[config.mk]
export PLATFORM = sky130hd
export DESIGN_NAME = range_maint_engine
export DESIGN_NICKNAME = d
export VERILOG_FILES = /design/src/rtl/rme_pkg.sv /design/src/rtl/rme_launch.sv /design/src/rtl/rme_walker.sv /design/src/rtl/range_maint_engine.sv
export SDC_FILE = /design/constraint.sdc
export NUM_CORES = 1
export LEC_CHECK = 0
export ABC_AREA = 1
export BUFFER_PORTS_ARGS = -buffer_cell sky130_fd_sc_hd__buf_2
export CAP_MARGIN = 5
export CORE_MARGIN = 8
export CORE_UTILIZATION = 55
export CTS_CLUSTER_DIAMETER = 30
export DETAILED_ROUTE_END_ITERATION = 10
export GPL_ROUTABILITY_DRIVEN = 0
export PLACE_DENSITY = 0.77
export SLEW_MARGIN = 20
export SYNTH_ARGS = -nofsm -noshare
export SYNTH_HDL_FRONTEND = slang
export SYNTH_HIERARCHICAL = 1
export SYNTH_SLANG_ARGS = --single-unit
export TNS_END_PERCENT = 1
[constraint.sdc]
create_clock -name clk -period 2.6 [get_ports clk]
set_clock_uncertainty 0.05 [all_clocks]
set_input_delay 0.39 -clock clk [delete_from_list [all_inputs] [get_ports clk]]
set_output_delay 0.39 -clock clk [all_outputs]
set_load 0.01 [all_outputs]
[src/rtl/rme_pkg.sv]
`timescale 1ns/1ps
package rme_pkg;
  typedef enum logic [1:0] {
    SEL_START  = 2'd0,
    SEL_END    = 2'd1,
    SEL_SINGLE = 2'd2,
    SEL_NONE   = 2'd3
  } reg_sel_e;

  typedef enum logic [1:0] {
    ACT_CLEAN     = 2'd0,
    ACT_INV       = 2'd1,
    ACT_CLEAN_INV = 2'd2,
    ACT_RSVD      = 2'd3
  } line_act_e;
endpackage

[src/rtl/rme_launch.sv]
`timescale 1ns/1ps
module rme_launch
  import rme_pkg::*;
#(
  parameter int ADDR_W     = 32,
  parameter int LINE_BYTES = 32,
  parameter int PAGE_BYTES = 4096
) (
  input  logic              clk,
  input  logic              rst_n,
  input  logic              reg_we,
  input  logic [1:0]        reg_sel,
  input  logic [1:0]        reg_act,
  input  logic [ADDR_W-1:0] reg_addr,
  input  logic              busy,
  output logic              launch,
  output logic [ADDR_W:0]   first,
  output logic [ADDR_W:0]   last,
  output logic [1:0]        act,
  output logic              err
);
  localparam int PG_W = $clog2(PAGE_BYTES);
  localparam int CW   = ADDR_W + 1;

  logic              armed;
  logic [ADDR_W-1:0] start_q;
  logic [1:0]        act_q;
  logic              err_q;

  logic accept, is_start, is_end, is_single, page_diff, range_go, range_bad;
  logic [CW-1:0] start_up, single_dn;

  always_comb begin
    accept    = reg_we && !busy;
    is_start  = accept && (reg_sel == SEL_START);
    is_end    = accept && (reg_sel == SEL_END);
    is_single = accept && (reg_sel == SEL_SINGLE);
    page_diff = start_q[ADDR_W-1:PG_W] != reg_addr[ADDR_W-1:PG_W];
    range_go  = is_end && armed && !page_diff;
    range_bad = is_end && armed && page_diff;
    start_up  = ({1'b0, start_q} + CW'(LINE_BYTES - 1)) & ~CW'(LINE_BYTES - 1);
    single_dn = {1'b0, reg_addr & ~ADDR_W'(LINE_BYTES - 1)};
    launch    = range_go || is_single;
    first     = is_single ? single_dn : start_up;
    last      = is_single ? single_dn : {1'b0, reg_addr};
    act       = is_single ? reg_act : act_q;
  end

  always_ff @(posedge clk) begin
    if (!rst_n) begin
      armed   <= 1'b0;
      start_q <= '0;
      act_q   <= '0;
      err_q   <= 1'b0;
    end else begin
      err_q <= range_bad;
      if (is_start) begin
        armed   <= 1'b1;
        start_q <= reg_addr;
        act_q   <= reg_act;
      end else if (is_end || is_single) begin
        armed <= 1'b0;
      end
    end
  end

  assign err = err_q;

  // a refused command never starts the walker
  a_r5_err_no_stall: assert property (@(posedge clk) disable iff (!rst_n)
    err |-> !busy);
  // nothing launches while a command is running
  a_r9_no_launch_busy: assert property (@(posedge clk) disable iff (!rst_n)
    busy |-> !launch);
endmodule

[src/rtl/rme_walker.sv]
`timescale 1ns/1ps
module rme_walker #(
  parameter int ADDR_W     = 32,
  parameter int LINE_BYTES = 32
) (
  input  logic              clk,
  input  logic              rst_n,
  input  logic              launch,
  input  logic [ADDR_W:0]   first,
  input  logic [ADDR_W:0]   last,
  input  logic [1:0]        act_in,
  input  logic              line_ready,
  output logic              busy,
  output logic              done,
  output logic              line_valid,
  output logic [ADDR_W-1:0] line_addr,
  output logic [1:0]        line_act
);
  localparam int OFF_W = $clog2(LINE_BYTES);
  localparam int CW    = ADDR_W + 1;

  logic [CW-1:0] cur, last_q, nxt;
  logic [1:0]    act_q;

  always_comb begin
    line_valid = busy && (cur <= last_q);
    nxt        = cur + CW'(LINE_BYTES);
    line_addr  = cur[ADDR_W-1:0];
    line_act   = act_q;
  end

  always_ff @(posedge clk) begin
    if (!rst_n) begin
      busy   <= 1'b0;
      done   <= 1'b0;
      cur    <= '0;
      last_q <= '0;
      act_q  <= '0;
    end else begin
      done <= 1'b0;
      if (launch && !busy) begin
        busy   <= 1'b1;
        cur    <= first;
        last_q <= last;
        act_q  <= act_in;
      end else if (busy) begin
        if (!line_valid) begin
          busy <= 1'b0;
          done <= 1'b1;
        end else if (line_ready) begin
          cur <= nxt;
          if (nxt > last_q) begin
            busy <= 1'b0;
            done <= 1'b1;
          end
        end
      end
    end
  end

  // an offered line is held until taken
  a_r3_hold_line: assert property (@(posedge clk) disable iff (!rst_n)
    line_valid && !line_ready |=> line_valid && $stable(line_addr) && $stable(line_act));
  // done marks the release of the stall
  a_r4_done_on_release: assert property (@(posedge clk) disable iff (!rst_n)
    $fell(busy) |-> done);
  a_r4_done_idle: assert property (@(posedge clk) disable iff (!rst_n)
    done |-> !busy);
  // offered addresses are line aligned
  a_r2_line_aligned: assert property (@(posedge clk) disable iff (!rst_n)
    line_valid |-> (line_addr[OFF_W-1:0] == '0));
endmodule

[src/rtl/range_maint_engine.sv]
`timescale 1ns/1ps
module range_maint_engine #(
  parameter int ADDR_W     = 32,
  parameter int LINE_BYTES = 32,
  parameter int PAGE_BYTES = 4096
) (
  input  logic              clk,
  input  logic              rst_n,
  input  logic              reg_we,
  input  logic [1:0]        reg_sel,
  input  logic [1:0]        reg_act,
  input  logic [ADDR_W-1:0] reg_addr,
  output logic              stall,
  output logic              done,
  output logic              err,
  output logic              line_valid,
  input  logic              line_ready,
  output logic [ADDR_W-1:0] line_addr,
  output logic [1:0]        line_act
);
  logic            busy, launch;
  logic [ADDR_W:0] first, last;
  logic [1:0]      act;

  rme_launch #(.ADDR_W(ADDR_W), .LINE_BYTES(LINE_BYTES), .PAGE_BYTES(PAGE_BYTES)) u_launch (
    .clk(clk), .rst_n(rst_n), .reg_we(reg_we), .reg_sel(reg_sel), .reg_act(reg_act),
    .reg_addr(reg_addr), .busy(busy), .launch(launch), .first(first), .last(last),
    .act(act), .err(err)
  );

  rme_walker #(.ADDR_W(ADDR_W), .LINE_BYTES(LINE_BYTES)) u_walker (
    .clk(clk), .rst_n(rst_n), .launch(launch), .first(first), .last(last),
    .act_in(act), .line_ready(line_ready), .busy(busy), .done(done),
    .line_valid(line_valid), .line_addr(line_addr), .line_act(line_act)
  );

  assign stall = busy;

  // a launching end write raises the stall on the next cycle
  a_r1_stall_after_launch: assert property (@(posedge clk) disable iff (!rst_n)
    launch |=> stall);
  // an error pulse never coincides with a line offer
  a_r5_err_no_line: assert property (@(posedge clk) disable iff (!rst_n)
    err |-> !line_valid);
endmodule

## Yosys cells after proc, flatten, opt, wreduce, memory -nomap -nowiden

Cells that the tools add are included.

- Word-level logic and storage cells: 55
- Output and inout port bits: 38
- Register bits after elaboration: 105
- Bits of input ports: 40

- $add $sub $neg: 2
- Muxes and demuxes: 17
- Order comparisons: 2
- Reduce and logical (&&, ||, !) cells: 20
- Bitwise gates (word level): 2
- Equal/unequal tests: 3

Operator list:

| operator | count |
|---|---|
| $mux W33 | 5 |
| $add A32 B5 Y33 const B | 1 |
| $add A33 B6 Y33 const B | 1 |
| $gt A33 B32 Y1 | 1 |
| $le A33 B32 Y1 | 1 |
| $ne A20 B20 Y1 | 1 |
| $mux W1 | 10 |
| $logic_and A1 B1 Y1 | 9 |
| $reduce_bool A2 Y1 | 4 |
| $mux W5 | 1 |
| $reduce_and A3 Y1 | 1 |
| $reduce_or A3 Y1 | 1 |
| $eq A2 B1 Y1 const B | 1 |
| $eq A2 B2 Y1 const B | 1 |
| $logic_not A1 Y1 | 2 |
| $logic_not A2 Y1 | 1 |
| $logic_or A1 B1 Y1 | 2 |
| $mux W2 | 1 |
| $not A1 Y1 | 2 |

## Longest topological paths before layout

Gate-level depths: netlist of the first run.

- Depth in word-level cells: 9
- Gate-level depth with buffers: 20
- Gate-level depth less buffers: 20

## By module

The synthesis of the first run kept the hierarchy.

Modules (own cells, without submodules):

| module | area an instance (um^2) | instances | cells each | seq. area each (um^2) |
|---|---|---|---|---|
| rme_walker | 5537.8 | 1 | 854 | 1401.3 |
| rme_launch | 3070.4 | 1 | 540 | 720.7 |

## Least setup slack after synthesis of the first run

Ideal clock, no wire load.

- Path type: register to register
- Start: reg u_walker.cur[5]
- End: reg u_walker.busy
- Library setup time: 128 ps
- Arrival: 2528 ps
- Data required time: 2422 ps
- Clock period less this slack: 2706 ps
- Path buffers: 0
- Stages on the path, launching flop included: 20
- Path slack: -106 ps
- Cells stage by stage: dfxtp_1 > ha_1 > nand3_2 > nor2_2 > inv_1 > nor2_1 > nand4_1 > nor2_1 > nand2_1 > and2_1 > ha_1 > nand2_1 > nor2_1 > inv_1 > nor4_1 > nand3b_1 > nand3_1 > nand2_1 > nand2_1 > a21oi_1

- Cells in the longest elaborated chain, start to end: 7
- Elaborated cells on any way between the ends: 9
- Classes of those cells: 1 x add/sub; 2 x order compare; 5 x mux; 1 x reduce/logical

Ends and longest elaborated chain:

| item | line | RTL |
|---|---|---|
| start, declared | rme_walker.sv:22 | `logic [CW-1:0] cur, last_q, nxt;` |
| start signal, assigned | rme_walker.sv:43 | `cur <= first;` |
| start signal, assigned | rme_walker.sv:51 | `cur <= nxt;` |
| $add A33 B6 Y33 | rme_walker.sv:27 | `nxt = cur + CW'(LINE_BYTES);` |
| $gt A33 B32 Y1 | rme_walker.sv:52 | `if (nxt > last_q) begin` |
| $mux W1 | rme_walker.sv:52 |  |
| $mux W1 | rme_walker.sv:50 | `end else if (line_ready) begin` |
| $mux W1 (*) | rme_walker.sv:47 | `if (!line_valid) begin` |
| $mux W1 (*) | rme_walker.sv:46 | `end else if (busy) begin` |
| $mux W1 (*) | rme_walker.sv:41 | `if (launch && !busy) begin` |
| end signal, assigned | rme_walker.sv:42 | `busy <= 1'b1;` |
| end signal, assigned | rme_walker.sv:48 | `busy <= 1'b0;` |
| end signal, assigned | rme_walker.sv:53 | `busy <= 1'b0;` |
| end, declared | rme_walker.sv:13 | `output logic busy,` |

Every way passes the cells marked *; elsewhere a longest branch is shown, timed or not.
A chain may end at the register's enable or synchronous reset.

## Worst setup path after layout of the first run

- Start: reg u_walker.cur[6]
- End: reg u_walker.done

- Cells in the longest elaborated chain, start to end: 5
- Elaborated cells on any way between the ends: 7
- Classes of those cells: 1 x add/sub; 2 x order compare; 3 x mux; 1 x reduce/logical

Ends and longest elaborated chain:

| item | line | RTL |
|---|---|---|
| $add A33 B6 Y33 | rme_walker.sv:27 |  |
| $gt A33 B32 Y1 | rme_walker.sv:52 |  |
| $mux W1 | rme_walker.sv:52 |  |
| $mux W1 | rme_walker.sv:50 |  |
| $mux W1 (*) | rme_walker.sv:47 |  |
| end signal, assigned | rme_walker.sv:40 | `done <= 1'b0;` |
| end signal, assigned | rme_walker.sv:49 | `done <= 1'b1;` |
| end signal, assigned | rme_walker.sv:54 | `done <= 1'b1;` |
| end, declared | rme_walker.sv:14 | `output logic done,` |

Marks and branches as above.

==> results.md, run 1 <==
Synthesis:
- For this run, the register share of the synthesized area comes to approximately 25%.
- The netlist uses 41 different library cells.
- The synthesized cell area is about 0.0086 mm2.
- In this run, synthesis inferred 0 flip-flops with an integrated enable.
- The fraction of registers with async set or reset after synthesis is 0%.
- In the post-synthesis netlist, the biggest area contributors are sky130_fd_sc_hd__dfxtp_1, sky130_fd_sc_hd__nand2_1, sky130_fd_sc_hd__ha_1, sky130_fd_sc_hd__nor2_1, sky130_fd_sc_hd__inv_1.
- The per-instance average area after synthesis is slightly above 6 um2.
- In the synthesized netlist the dominant register cell turns out to be sky130_fd_sc_hd__dfxtp_1.
- The synthesized flop and latch total is approximately 110.
- The cell count after synthesis came out at around 1400.
- During synthesis, Yosys emitted a total of 6 warnings.
- Summed over all instances, the cell type with the most area after synthesis is sky130_fd_sc_hd__dfxtp_1.
- The portion of synthesized cell area occupied by the leading cell type is 24.7%.

Cells and area:
- The most frequent standard cell in the layout excluding fill and tap cells is sky130_fd_sc_hd__nand2_1.
- The number of diodes added for antenna fixing is 0.
- Leaving out fill and tap cells, the most frequent cells in the layout are sky130_fd_sc_hd__nand2_1, sky130_fd_sc_hd__inv_1, sky130_fd_sc_hd__nor2_1.
- The post-route netlist has between 20% and 30% of its cells at a drive strength greater than 1.
- Excluding fillers, the count of instances in the completed layout stands at between 1500 and 2000.
- The area growth from synthesis to layout is 15.1%.
- The number of nets at the end of the flow is ~1600.

Pwr:
- The reported net switching power is ~0.0016 W.
- The largest vdd supply drop is approximately 330 uV.
- The relative contribution of the clock network to total power is between 20% and 30%.
- Net switching is a little over a third of the power.
- Registers are responsible for between 30 and 40% of the overall power.
- Per report_power, the combinational group accounts for a little under a third of the total.
- The leakage component of the power is slightly below 5 nW.
- The total design power is about 0.0046 W.
- The power density normalized to cell area is roughly 460 mW/mm2.
- The internal power summed over all cells is 0.00295 W.

Die:
- The effective utilization at floorplan is between 50% and 60%.
- In this run the count of I/O pins placed on the die edge is slightly below 80.
- The y dimension of the die is 141 um.
- The die is ~140 um wide.
- The floorplan has 45 rows.
- The overall die area is between 0.015 and 0.02 mm2.
- After floorplanning, the core was sized to cover 0.0153 mm2.

Clock network:
- In this run the clock root is driven by a sky130_fd_sc_hd__clkbuf_16.
- Counting every sink on the clock net gives between 100 and 150.
- The number of clock buffers added by TritonCTS is 9.
- The clock passes through at most 2 buffers.
- The clock transition time at the flip-flop clock pins of the worst setup and hold paths is about 80 ps.
- The insertion delay to the later sink of the worst-skew pair is 360 ps.
- TritonCTS built the clock tree.
- Buffers inserted to repair hold after CTS numbered 0.
- The H-tree depth is 3.

Detailed routing:
- After detailed routing, the average wire length per cell comes to 15.5 um.
- For this run, the detailed router's first-pass iteration total came to 6.
- For this block, the initial DRC count from the detailed router was between 800 and 900.
- The post-detailed-route count of antenna-violating nets is 0.
- The total wire length is around 26000 um.
- In the routed layout, each cell is associated on average with a via count of 5.37.
- The overall via count from detail_route is about 9100.
- In the detailed route, the total length drawn on met3 is ~2600 um.
- The detailed router put a total of 10900 um of wire on met1.
- The routed length on met2 is about 12000 um.
- The highest routed metal layer is met4.
- The detailed-route DRC error count is 0.

Worst setup path:
- The endpoint of the most critical setup path is u_walker/done.
- The endpoint of the worst register-to-register path is u_walker/done.
- By startpoint and endpoint, the worst setup path is classified as flip-flop to flip-flop.
- The largest stage delay on the critical path is approximately 360 ps.
- The kind of start point of the critical path is a flip-flop.
- By instance count, the cell type seen most on the critical path is sky130_fd_sc_hd__nand2_1.
- STA puts the critical path data arrival time at ~3000 ps.
- Counting both buffers and inverters, the worst setup path holds a total of 3.
- Along the worst path, the maximum fanout reaches 3.
- For flop-to-flop paths, the worst setup slack is -190 ps.
- The family of cells with the greatest summed delay on the critical path is simple AND/OR/NAND/NOR gates.
- At the worst endpoint, the required time is around 2800 ps.
- The logic depth of the worst path, buffers included is 20.
- For this design, the slowest cell found on the critical path is sky130_fd_sc_hd__dfxtp_2.
- The count of cells along the worst register-to-register path is 20.
- The worst register-to-register path begins at u_walker/cur[6].
- Traced cell by cell, the critical path runs through ha_4 -> nand3_4 -> nor2_4 -> inv_2 -> nor2_2 -> nand4_1 -> buf_4 -> buf_4 -> xor2_2 -> ha_1 -> nand2_2 -> o21ai_0 -> nand2_1 -> nand3_1 -> a21oi_2 -> nand3_1 -> nand2_1 -> nand2_2 -> nand2_1 -> nor2_1.
- The worst setup path is captured at a flip-flop.
- The most critical setup path has its startpoint at u_walker/cur[6].

Timing:
- The fraction of the cycle the final worst path needs is 107%.
- The max-slew violation count is 0.
- Setup slack on the critical path of the routed design comes to -190 ps.
- The number of endpoints with negative hold slack in the final report is 0.
- The final critical delay including setup and external delays is 2790 ps.
- The achievable frequency is 358 MHz.
- Setup repair after global routing could not meet its margin everywhere.
- The worst-margin pin slew is between 500 and 600 ps.
- Setup violations remaining at the end of the flow were counted as 4.
- The relative slew slack is between 60 and 70%.

Global routing:
- The first global-routing pass estimated roughly 43000 um of wire.
- The largest net degree at the start of global routing is 73.
- The total congestion overflow after global routing is 0.
- The initial antenna violation count came to 0.
- The via count of the first global-routing pass is between 8000 and 9000.
- The global-route usage over all layers is about a quarter.

Flow run:
- The max-cap violation count is 0.

Placement:
- The number of buffers added on ports is between 70 and 80.
- Including well taps, the total number of placed cells is about 1700.
- The detailed-placement wirelength estimate is around 20000 um.

Status:
- The final reports fail on negative setup slack.
- The flow ran to the end, but the final reports show violations.

Hold path:
- The worst hold path belongs to the class input pin to flip-flop.
-- worst reg2reg max path, cell delays in order (launching register included) --
cell and delay (ps):
sky130_fd_sc_hd__dfxtp_2 360, sky130_fd_sc_hd__ha_4 150, sky130_fd_sc_hd__nand3_4 90, sky130_fd_sc_hd__nor2_4 100, sky130_fd_sc_hd__inv_2 50, sky130_fd_sc_hd__nor2_2 130
sky130_fd_sc_hd__nand4_1 140, sky130_fd_sc_hd__buf_4 170, sky130_fd_sc_hd__buf_4 130, sky130_fd_sc_hd__xor2_2 150, sky130_fd_sc_hd__ha_1 320, sky130_fd_sc_hd__nand2_2 110
sky130_fd_sc_hd__o21ai_0 110, sky130_fd_sc_hd__nand2_1 70, sky130_fd_sc_hd__nand3_1 100, sky130_fd_sc_hd__a21oi_2 140, sky130_fd_sc_hd__nand3_1 80, sky130_fd_sc_hd__nand2_1 70
sky130_fd_sc_hd__nand2_2 60, sky130_fd_sc_hd__nand2_1 60, sky130_fd_sc_hd__nor2_1 40
-- cell type report --
cell class                 instances  area [um2]
multi-input combinational       1023        5390
clock inverter                     7        58.8
sequential                       106        2140
fill                            1384        5350
clock buffer                       9         225
timing repair buffer             181        1230
tap                              211         264
inverter                         159         597
-- power by group through the flow --
stage	Combinational [W]	Clock (W)	Sequential [W]
floorplan	0.000924	0	0.00184
global placement	0.00127	0	0.00183
detailed placement	0.00131	0	0.00184
CTS	0.00136	0.00138	0.00180
global route	0.00159	0.00144	0.00182
finish	0.00142	0.00136	0.00181
-- cell families (layout without fill, tap and decap cells) --
| family | Yosys count | in the layout | synth area share [%] |
|---|---|---|---|
| simple gates | 695 | 695 | 34.3 |
| flops | 106 | 106 | 24.7 |
| xor+xnor | 25 | 25 | 2.63 |
| other cells | 1 | 6 | 0.0436 |
| buf+inv | 270 | 356 | 15.4 |
| fa+ha+maj | 62 | 62 | 9.01 |
| compound gates | 235 | 235 | 14.0 |
-- Yosys cell counts, types with 2 or more instances --
| library cell | number |
|---|---|
| sky130_fd_sc_hd__nor3_1 | 12 |
| sky130_fd_sc_hd__inv_2 | 3 |
| sky130_fd_sc_hd__inv_1 | 156 |
| sky130_fd_sc_hd__buf_4 | 67 |
| sky130_fd_sc_hd__nor3_2 | 3 |
| sky130_fd_sc_hd__o21bai_1 | 3 |
| sky130_fd_sc_hd__nand4_1 | 10 |
| sky130_fd_sc_hd__nand2_2 | 12 |
| sky130_fd_sc_hd__and2_1 | 2 |
| sky130_fd_sc_hd__or2_2 | 3 |
| sky130_fd_sc_hd__o21ai_0 | 106 |
| sky130_fd_sc_hd__nor2_2 | 17 |
| sky130_fd_sc_hd__a21oi_1 | 113 |
| sky130_fd_sc_hd__o21ai_1 | 5 |
| sky130_fd_sc_hd__nand3b_1 | 3 |
| sky130_fd_sc_hd__buf_6 | 7 |
| sky130_fd_sc_hd__dfxtp_1 | 106 |
| sky130_fd_sc_hd__nor2_1 | 161 |
| sky130_fd_sc_hd__clkbuf_1 | 23 |
| sky130_fd_sc_hd__buf_2 | 8 |
| sky130_fd_sc_hd__nor2_4 | 7 |
| sky130_fd_sc_hd__xor2_1 | 20 |
| sky130_fd_sc_hd__ha_1 | 62 |
| sky130_fd_sc_hd__nand3_2 | 3 |
| sky130_fd_sc_hd__xnor2_1 | 4 |
| sky130_fd_sc_hd__nand2_1 | 390 |
| sky130_fd_sc_hd__buf_1 | 6 |
| sky130_fd_sc_hd__a21o_1 | 3 |
| sky130_fd_sc_hd__nand3_1 | 67 |
-- flip-flops by register name, summed over array words and instances, names as in the netlist --
| name | cells |
|---|---|
| u_walker/cur | 33 |
| u_walker/last_q | 33 |
| u_launch/start_q | 32 |
| u_launch/act_q | 2 |
| u_walker/line_act | 2 |
| u_launch/armed | 1 |
| u_launch/err | 1 |
| u_walker/busy | 1 |
| u_walker/done | 1 |
-- per-stage QoR --
| stage | area (um2) | setup TNS, ps | setup WS, ps | utilization, % | hold slack, ps |
|---|---|---|---|---|---|
| final | 9900 | -537 | -190 | 64.9 | 246 |
| after global routing | 9900 | -1070 | -328 | 64.9 | 264 |
| after CTS | 9790 | -287 | -116 | 64.1 | 236 |
| after detailed placement | 9280 | -458 | -232 | 60.8 | 418 |
| after global placement | 9280 | -327 | -164 | 60.8 | 397 |
| after floorplan | 8640 | 0 | 12.2 | - | 383 |
-- what timing repair did --
item                                    in CTS  in global routing
endpoints found under the setup margin       3                  5
pin swaps                                   18                 23
setup buffers                               13                  2
gates resized for setup                     35                 32
-- metal layers --
metal / GRT usage (%) / vias up
li1: - / 4529
met1: 34.0 / 4020
met2: 41.7 / 466
met3: 5.60 / 87
met4: 12.3 / 0
met5: 0 / -
-- worst min path at each step --
stage | from | end | slack, ps | cells past startpoint
2_1_floorplan | u_walker/last_q[1] | u_walker/last_q[1] | 380 | 2
3_3_place_gp | u_walker/last_q[2] | u_walker/last_q[2] | 400 | 2
3_5_place_dp | u_launch/start_q[4] | u_launch/start_q[4] | 420 | 2
4_1_cts | reg_addr[2] | u_launch/start_q[2] | 240 | 3
5_1_grt | reg_addr[2] | u_launch/start_q[2] | 260 | 3
6_report | reg_addr[2] | u_launch/start_q[2] | 250 | 3
(Power assumes the default switching activity.)
==> inputs of run 2 (changes only) <==
- clock period: 2.6 -> 2.3 ns (I/O delays scaled with it)
==> results.md, run 2 (same netlist as run 1, synthesis figures left out) <==
Cells and area:
- The fraction of final layout cells with drive strength greater than 1 is 25.7%.
- Leaving out fill and tap cells, the most frequent cell in the layout is sky130_fd_sc_hd__nand2_1.
- The repair_antennas step left the layout with diodes totalling 0.
- The final layout contains roughly 1600 nets.
- After filler insertion, the fill cell instance count of the layout stands at approximately 1300.
- The library cells used most frequently in the layout, excluding fill and tap cells, are sky130_fd_sc_hd__nand2_1, sky130_fd_sc_hd__inv_1, sky130_fd_sc_hd__nor2_1.
- In the final layout, the registers with the most flip-flops are u_walker/cur (33), u_walker/last_q (33), u_launch/start_q (32).
- The area growth from synthesis to layout is 22.1%.
- The utilization after layout is between 60 and 70%.
- Summing all non-filler instances in the final layout gives an area of 0.0105 mm2.
- The final cell count without fillers is roughly 1700.

Die:
- Once the floorplan was initialized, standard cells occupied a little under three fifths of the core.
- The placeable core region is approximately 0.015 mm2.
- From left edge to right edge, the die measures 141 um.
- In this run the core area contains 45 standard-cell rows.
- For this design the top-level I/O count stands at between 70 and 80.
- The overall die area is 0.0199 mm2.
- The y dimension of the die is around 140 um.

Timing:
- The worst pin sits at a relative slew slack of 63.7%.
- The max-slew violation count is 0.
- The number of setup violations in the final report is 12.
- The achievable frequency is between 300 and 400 MHz.
- In the finished design, the share of the clock period the worst path needs comes to 124%.
- The worst path in the final design needs a cycle of 2840 ps, including I/O delays and setup.
- The number of endpoints with negative hold slack in the final report is 0.
- The final worst setup slack is -542 ps.
- Hold timing on the final database bottoms out at a slack of between 150 and 200 ps.
- For the pin with the worst max-slew slack, the measured transition is 544 ps.
- Setup repair after global routing could not meet its margin everywhere.

Pwr:
- IR analysis of the VDD net gives a maximum drop of a little over 400 uV.
- The power density normalized to cell area is approximately 520 mW/mm2.
- For this design the static power due to leakage is just over 5 nW.

Clock network:
- After clock tree synthesis, the clock-pin slew on the worst setup and hold paths is ~80 ps.
- The sink count of the clock tree is about 110.
- The clock root buffer is sky130_fd_sc_hd__clkbuf_16.
- TritonCTS built the clock tree.
- In this run, post-CTS hold repair placed 0 buffers.
- Buffers inserted during clock tree synthesis total 9.
- The H-tree depth is 3.
- Counting along the longest clock path gives a buffer depth of 2.
- The clock reaches the later pin of the worst-skew pair after between 300 and 400 ps.

Detailed routing:
- The overall via count from detail_route is ~9400.
- The first TritonRoute pass finished after 8 iterations.
- After detailed routing, the number of remaining DRC violations is 0.
- The post-detailed-route wirelength per cell is roughly 16 um.
- The post-detailed-route count of antenna-violating nets is 0.
- The detailed-route vias per instance is ~5.5.
- The number of DRC violations after detailed-routing iteration 0 is approximately 1100.
- The total wire length is around 28000 um.

Global routing:
- Summed over all layers, the global routing overflow is 0.
- The via count of the first global-routing pass is about 8400.
- The initial antenna violation count is 0.
- Global routing used around a quarter of the available tracks across all layers.
- The largest net degree at the start of global routing is 51.
- The first global-routing pass estimated 42400 um of wire.

Worst setup path:
- The type of the setup path with the least slack is flip-flop to flip-flop.
- STA classifies the critical path endpoint as a flip-flop.
- The data arrival at the endpoint of the critical path is about 3100 ps.
- STA puts the critical path data required time at approximately 2500 ps.
- The kind of start point of the critical path is a flip-flop.
- The maximum fanout along the worst path is 4.

Placement:
- Port buffering added 77 buffers.
- Detailed placement finished with a half-perimeter wire length of 21100 um.
- The placed cell area is around 0.0096 mm2.
- The number of cells in the design after placement is around 1700.

Status:
- The run finished, with violations left.
- The final reports fail on negative setup slack.

Hold path:
- The min-delay analysis places its worst path in the category input pin to flip-flop.

Flow run:
- Max-cap violations in this run came to 0.
[run 2: cell count changes in the layout (fill, tap and decap cells not counted), moves of 9 or more]
cell / delta
sky130_fd_sc_hd__nor2_4: +9
sky130_fd_sc_hd__dfxtp_1: -10
sky130_fd_sc_hd__nand2_2: +16
sky130_fd_sc_hd__nand2_1: -18
sky130_fd_sc_hd__buf_4: +25
[run 2: power by group]
| group | internal [W] | switching (W) | leakage, nW |
|---|---|---|---|
| sequential | 0.00196 | 0.0000915 | 0.877 |
| combinational | 0.000736 | 0.00112 | 4.09 |
| clock | 0.000765 | 0.000809 | 0.145 |
[run 2: layer usage]
layer	global-route usage, %	share of wire [%]
met1	34.0	41
met2	42.0	45
met3	5.64	9.3
met4	11.7	4.7
met5	0	0
[run 2: area by class of cell]
type                            count  area [um2]  area share (%)
Tap cell                          211         264            2.51
Clock inverter                      7        67.6           0.643
Sequential cell                   106        2160            20.5
Clock buffer                        9         225            2.14
Multi-Input combinational cell   1023        5690            54.2
Timing Repair Buffer              210        1510            14.3
Inverter                          159         597            5.68
[run 2: path summary, 6_finish.rpt]
kind / slack (ps) / depth (start not counted) / from / end
max: -540 / 19 / u_walker/cur[18] / u_walker/done
min: 190 / 3 / reg_addr[2] / u_launch/start_q[2]
max reg2reg: -540 / 19 / u_walker/cur[18] / u_walker/done
min reg2reg: 420 / 2 / u_walker/last_q[1] / u_walker/last_q[1]
[run 2: what timing repair did]
action                                  4_1_cts  5_1_grt
gates resized for setup                      36      106
buffers inserted                              5        8
pin swaps                                    25       58
gates cloned                                  0        0
endpoints found under the setup margin       31       46
[run 2: critical path, cell delays in order, from the launching register on]
cell	delay, ps
sky130_fd_sc_hd__dfxtp_1	330
sky130_fd_sc_hd__buf_4	140
sky130_fd_sc_hd__nand2_2	80
sky130_fd_sc_hd__inv_2	90
sky130_fd_sc_hd__nand4_1	150
sky130_fd_sc_hd__nor3_2	270
sky130_fd_sc_hd__nand3_1	120
sky130_fd_sc_hd__nand2_2	90
sky130_fd_sc_hd__inv_1	50
sky130_fd_sc_hd__ha_1	280
sky130_fd_sc_hd__nand2_1	80
sky130_fd_sc_hd__nor2_2	170
sky130_fd_sc_hd__nand2_2	110
sky130_fd_sc_hd__inv_2	60
sky130_fd_sc_hd__nand3_1	90
sky130_fd_sc_hd__o31a_1	330
sky130_fd_sc_hd__nand2_1	100
sky130_fd_sc_hd__nand2_2	70
sky130_fd_sc_hd__nand2_1	60
sky130_fd_sc_hd__nor2_1	30
[run 2: per-stage QoR]
step / setup WS [ps] / TNS [ps] / power (W)
final: -542 / -1580 / 0.00547
after global routing: -729 / -4550 / 0.00576
after CTS: -436 / -2600 / 0.00527
after detailed placement: -555 / -6450 / 0.00362
after global placement: -431 / -5110 / 0.00357
after floorplan: -222 / -418 / 0.00313
